`src/rtl/kwdt_pkg.sv`:
```
package kwdt_pkg;
    localparam int          CNT_W_DEF  = 14;
    localparam int          PULSE_DEF  = 98;
    localparam int          DATA_W_DEF = 8;
    localparam logic [7:0]  KEY_A_DEF  = 8'h1E;
    localparam logic [7:0]  KEY_B_DEF  = 8'hE1;

    typedef enum logic [0:0] {
        KEY_WAIT  = 1'b0,
        KEY_ARMED = 1'b1
    } key_state_t;
endpackage

```
`src/rtl/kwdt_keyseq.sv`:
```
module kwdt_keyseq
    import kwdt_pkg::*;
#(
    parameter int                DATA_W = DATA_W_DEF,
    parameter logic [DATA_W-1:0] KEY_A  = KEY_A_DEF,
    parameter logic [DATA_W-1:0] KEY_B  = KEY_B_DEF
) (
    input  logic              clk,
    input  logic              rst_n,
    input  logic              wr_en,
    input  logic [DATA_W-1:0] wr_data,
    output logic              key_done
);
    typedef struct packed {
        key_state_t st;
    } ks_t;

    ks_t d, q;

    always_comb begin
        d        = q;
        key_done = 1'b0;
        if (wr_en) begin
            if (q.st == KEY_ARMED && wr_data == KEY_B) begin
                key_done = 1'b1;
                d.st     = KEY_WAIT;
            end else if (wr_data == KEY_A) begin
                d.st = KEY_ARMED;
            end else begin
                d.st = KEY_WAIT;
            end
        end
    end

    always_ff @(posedge clk or negedge rst_n) begin
        if (!rst_n) q <= '{st: KEY_WAIT};
        else        q <= d;
    end
endmodule

```
`src/rtl/kwdt_gate.sv`:
```
module kwdt_gate (
    input  logic clk,
    input  logic rst_n,
    input  logic mc_tick,
    input  logic pwr_down,
    input  logic wake_irq_n,
    input  logic in_idle,
    input  logic idle_hold,
    output logic count_ok
);
    typedef struct packed {
        logic wake_hold;
    } gs_t;

    gs_t  d, q;
    logic wake_block;

    always_comb begin
        wake_block  = q.wake_hold & ~wake_irq_n;
        d.wake_hold = pwr_down | wake_block;
        count_ok    = mc_tick & ~pwr_down & ~wake_block & ~(in_idle & idle_hold);
    end

    always_ff @(posedge clk or negedge rst_n) begin
        if (!rst_n) q <= '0;
        else        q <= d;
    end
endmodule

```
`src/rtl/kwdt_core.sv`:
```
module kwdt_core #(
    parameter int CNT_W = 14
) (
    input  logic             clk,
    input  logic             rst_n,
    input  logic             key_done,
    input  logic             count_ok,
    output logic             enabled,
    output logic             overflow,
    output logic [CNT_W-1:0] count_o
);
    localparam logic [CNT_W-1:0] CNT_TRIP = {{(CNT_W-1){1'b1}}, 1'b0};

    typedef struct packed {
        logic             en;
        logic [CNT_W-1:0] cnt;
    } cs_t;

    cs_t d, q;

    always_comb begin
        d        = q;
        overflow = 1'b0;
        if (key_done) begin
            d.en  = 1'b1;
            d.cnt = '0;
        end else if (q.en && count_ok) begin
            if (q.cnt == CNT_TRIP) begin
                d.en     = 1'b0;
                d.cnt    = '0;
                overflow = 1'b1;
            end else begin
                d.cnt = q.cnt + 1'b1;
            end
        end
    end

    always_ff @(posedge clk or negedge rst_n) begin
        if (!rst_n) q <= '0;
        else        q <= d;
    end

    assign enabled = q.en;
    assign count_o = q.cnt;
endmodule

```
`src/rtl/kwdt_stretch.sv`:
```
module kwdt_stretch #(
    parameter int PULSE_LEN = 98
) (
    input  logic clk,
    input  logic rst_n,
    input  logic trigger,
    input  logic drive_dis,
    output logic rst_drive
);
    localparam int PW = $clog2(PULSE_LEN + 1);

    typedef struct packed {
        logic [PW-1:0] left;
    } ps_t;

    ps_t d, q;

    always_comb begin
        d = q;
        if (trigger)          d.left = PULSE_LEN[PW-1:0];
        else if (q.left != 0) d.left = q.left - 1'b1;
        rst_drive = (q.left != 0) & ~drive_dis;
    end

    always_ff @(posedge clk or negedge rst_n) begin
        if (!rst_n) q <= '0;
        else        q <= d;
    end
endmodule

```
`src/rtl/keyed_watchdog.sv`:
```
module keyed_watchdog
    import kwdt_pkg::*;
#(
    parameter int               CNT_W     = CNT_W_DEF,
    parameter int               PULSE_LEN = PULSE_DEF,
    parameter logic [7:0]       KEY_A     = KEY_A_DEF,
    parameter logic [7:0]       KEY_B     = KEY_B_DEF
) (
    input  logic       clk,
    input  logic       rst_n,
    input  logic       mc_tick,
    input  logic       svc_wr,
    input  logic [7:0] svc_data,
    input  logic       in_idle,
    input  logic       idle_hold,
    input  logic       pwr_down,
    input  logic       wake_irq_n,
    input  logic       rstout_dis,
    output logic       rst_drive
);
    logic             key_w;
    logic             ok_w;
    logic             en_w;
    logic             ovf_w;
    logic [CNT_W-1:0] cnt_w;

    kwdt_keyseq #(.DATA_W(8), .KEY_A(KEY_A), .KEY_B(KEY_B)) u_key (
        .clk(clk), .rst_n(rst_n), .wr_en(svc_wr), .wr_data(svc_data),
        .key_done(key_w)
    );

    kwdt_gate u_gate (
        .clk(clk), .rst_n(rst_n), .mc_tick(mc_tick), .pwr_down(pwr_down),
        .wake_irq_n(wake_irq_n), .in_idle(in_idle), .idle_hold(idle_hold),
        .count_ok(ok_w)
    );

    kwdt_core #(.CNT_W(CNT_W)) u_core (
        .clk(clk), .rst_n(rst_n), .key_done(key_w), .count_ok(ok_w),
        .enabled(en_w), .overflow(ovf_w), .count_o(cnt_w)
    );

    kwdt_stretch #(.PULSE_LEN(PULSE_LEN)) u_out (
        .clk(clk), .rst_n(rst_n), .trigger(ovf_w), .drive_dis(rstout_dis),
        .rst_drive(rst_drive)
    );
endmodule

```
`config.mk`:
```
export PLATFORM = sky130hd
export DESIGN_NAME = keyed_watchdog
export DESIGN_NICKNAME = d
export VERILOG_FILES = /design/src/rtl/kwdt_pkg.sv /design/src/rtl/kwdt_keyseq.sv /design/src/rtl/kwdt_gate.sv /design/src/rtl/kwdt_core.sv /design/src/rtl/kwdt_stretch.sv /design/src/rtl/keyed_watchdog.sv
export SDC_FILE = /design/constraint.sdc
export NUM_CORES = 1
export LEC_CHECK = 0
export CORE_UTILIZATION = 48
export DETAILED_ROUTE_END_ITERATION = 12
export DONT_BUFFER_PORTS = 1
export PLACE_DENSITY = 0.59
export SYNTH_ARGS = -nofsm -noshare
export SYNTH_HDL_FRONTEND = slang
export SYNTH_SLANG_ARGS = --single-unit
```
`constraint.sdc`:
```
create_clock -name clk -period 2.2 [get_ports clk]
set_input_delay 0 -clock clk [delete_from_list [all_inputs] [get_ports clk]]
set_output_delay 0 -clock clk [all_outputs]
set_load 0.01 [all_outputs]
```
==> flow_summary.json <==
{
  "synth_adder_area_share": 0.0359,
  "cellLeakagePower_nw": 0.710,
  "cts_inserted_buffers": 3,
  "vias": 1111,
  "numPortBuffers": 0,
  "startpoint_type": "register",
  "yosys.area_share.simple": 0.310,
  "die_height_microns": 55.9,
  "path_max_fanout": 6,
  "antenna_left": 0,
  "finalCritPeriodShare": 0.913,
  "drt_iter0_drc": 40,
  "reg2reg_slack_ns": 0.19,
  "antenna_found_initial": 0,
  "synth_warnings": 0,
  "synth_edf_count": 0,
  "drc": 0,
  "syn_area_sq_mm": 0.00139,
  "num_rows": 19,
  "insertion_delay_ns": 0.32,
  "final_nets": 182,
  "dp_hpwl_microns": 2010,
  "post-cts-setup-buffers": 0,
  "worstRegToRegCells": 7,
  "synthArstFlopShare": 1.00,
  "wl_met1_microns": 1300,
  "fin_crit_ns": 2.01,
  "syn_nets": 171,
  "die-area_sq_mm": 0.00312,
  "fin_ws_ns": 0.192,
  "stdcell_area_sq_mm": 0.00155,
  "crit_arrival_ns": 2.22,
  "n_antenna_cell": 0,
  "clk_pin_slew_ns": 0.14,
  "place_ws_ns": 0.220,
  "gp_congestion": 0.840,
  "routed.top_layer": "met4",
  "slew_headroom": 0.733,
  "holdPathStages": 2,
  "clock_sinks": 24,
  "grt_max_degree": 25,
  "final_core_utilization": 0.563,
  "min_to": "u_gate.q",
  "die_w_microns": 55.9,
  "max_freq_ghz": 0.498,
  "ys_seq_area_frac": 0.431,
  "totalWireLength_microns": 2750,
  "synth-compound-area-share": 0.158,
  "synth_top_family_by_area": "simple AND/OR/NAND/NOR gates",
  "cts-htree-levels": 1,
  "cap_viol_max_count": 0,
  "hold_viol_final": 0,
  "cp.required_ns": 2.42,
  "drive_gt1_frac": 0.125,
  "reg2reg_to": "u_core.count_o[6]",
  "post_dp_cell_area_sq_mm": 0.00144,
  "fp.coreArea_sq_mm": 0.00276,
  "cp-end-kind": "register",
  "netlist_instances": 150,
  "hold_path.class": "input pin to register",
  "crit_type": "register to register",
  "multi_input_area_sq_um": 737,
  "synth_cell_types": 39,
  "setup_violations": 0,
  "min_from": "wake_irq_n",
  "grt_pass1_vias": 1098,
  "cts_tree": "built",
  "final_cell_mix": "dfrtp_1, nand2_1",
  "grt_pass1_wl_microns": 4820,
  "cts_buffer_depth": 2,
  "synth_area_per_cell_sq_um": 9.29,
  "irDropWorstVdd_mv": 0.426,
  "start_util": 0.505,
  "slew_violations": 0,
  "wire_per_inst_microns": 14.4,
  "wl_met2_microns": 1330,
  "rsz0062_at_grt": "no",
  "r2r_start": "u_core.count_o[0]",
  "synthXorXnorAreaFrac": 0.0251,
  "root_buffer": "clkbuf_4",
  "tightestPinTransition_ns": 0.399,
  "synth.area.mux_share": 0,
  "drtPass1Iterations": 4,
  "p_total_mw": 0.788,
  "fin_skew_ns": 0.0121,
  "fin_tns_setup_ns": 0,
  "synth-seq-cells": 24,
  "regArea_sq_um": 601,
  "io_pins": 18,
  "gr-total-overflow": 0,
  "avgViaCountPerCell": 5.82,
  "outcome": "completed",
  "power_density_mw_per_mm2": 508,
  "syn_to_final_growth_pct": 11.4,
  "dr_wl_met3_microns": 105,
  "synth-main-ff-cell": "dfrtp_1",
  "mostFrequentLayoutCell": "dfrtp_1",
  "fill_cells": 242,
  "track_usage": 0.195
}
[logic make-up (layout without fill, tap and decap cells)]
group	Yosys count	count (layout)
AO/OA/AOI/OAI	32	32
XOR/XNOR	4	4
AND/OR/NAND/NOR	74	74
adder cells (fa/ha/maj)	4	4
buffers and inverters	12	22
flip-flops	24	24
[how the worst max path moves through the flow]
stage                      startpoint                 end  cells after the start
floorplan           u_core.count_o[0]   u_core.count_o[6]                      8
global placement    u_core.count_o[0]   u_core.count_o[6]                      7
detailed placement  u_core.count_o[0]   u_core.count_o[3]                      8
CTS                 u_core.count_o[0]   u_core.count_o[6]                      7
global route        u_core.count_o[0]  u_core.count_o[13]                      8
finish              u_core.count_o[0]   u_core.count_o[6]                      7
[per-stage QoR]
| stage | hold slack [ns] | instances |
|---|---|---|
| finish | 0.0365 | 191 |
| global route | 0.0301 | 191 |
| CTS | 0.0217 | 191 |
| detailed placement | -0.295 | 182 |
| global placement | -0.295 | 182 |
| floorplan | -0.296 | 150 |
[layout make-up]
class                      count  share of cell area
clock buffer                   3              0.0145
sequential                    24               0.387
inverter                       9              0.0218
clock inverter                 1              0.0193
multi-input combinational    114               0.475
tap                           31              0.0250
timing repair buffer           9              0.0580
[sequential cells by signal (all words and copies together) (netlist names)]
| name | count |
|---|---|
| u_gate.q | 1 |
| u_out.q | 7 |
| u_core.enabled | 1 |
| u_key.q | 1 |
| u_core.count_o | 14 |
[critical path: stages, from the launching register on]
cell and delay [ns]:
dfrtp_1 0.43, inv_1 0.07, ha_1 0.14, nand4_1 0.09, or4_2 0.66, and2_4 0.22, a21o_1 0.15, a21o_1 0.16
[synthesized netlist by cell type (2+ instances only)]
cell type	number	area (sq um)
nor3_1	3	15.0
nand3_1	9	45.0
xnor2_1	4	35.0
nor4_1	4	25.0
a21o_1	7	52.6
nor2_1	9	33.8
dfrtp_1	24	601
nor3b_1	3	22.5
nand2b_1	2	12.5
nand2_1	14	52.6
o21ai_0	9	45.0
inv_1	9	33.8
nor4b_1	2	17.5
ha_1	4	50.1
and3_1	5	31.3
or3_1	6	37.5
o22ai_1	5	31.3
or2_2	2	12.5
nand4_1	3	18.8
nand3b_1	2	15.0
a21oi_1	6	30.0
[per-layer routing]
layer / track usage / vias to the layer above
met3: 0.0209 / 2
met4: 0.0627 / 0
met2: 0.324 / 24
li1: - / 563
met1: 0.270 / 522
met5: 0 / -
[report_power, final]
group / leakage (nW) / total [mW] / internal, mW / switching (mW)
Clock: 0.0279 / 0.318 / 0.184 / 0.134
Combinational: 0.390 / 0.0267 / 0.0124 / 0.0143
Sequential: 0.292 / 0.443 / 0.443 / 0.000691
[repair_timing]
item / CTS / global route
hold buffers: 5 / 0
gates resized for setup: 0 / 0
endpoints found under the hold margin: 26 / 0
Power figures use the tool's default switching activity.
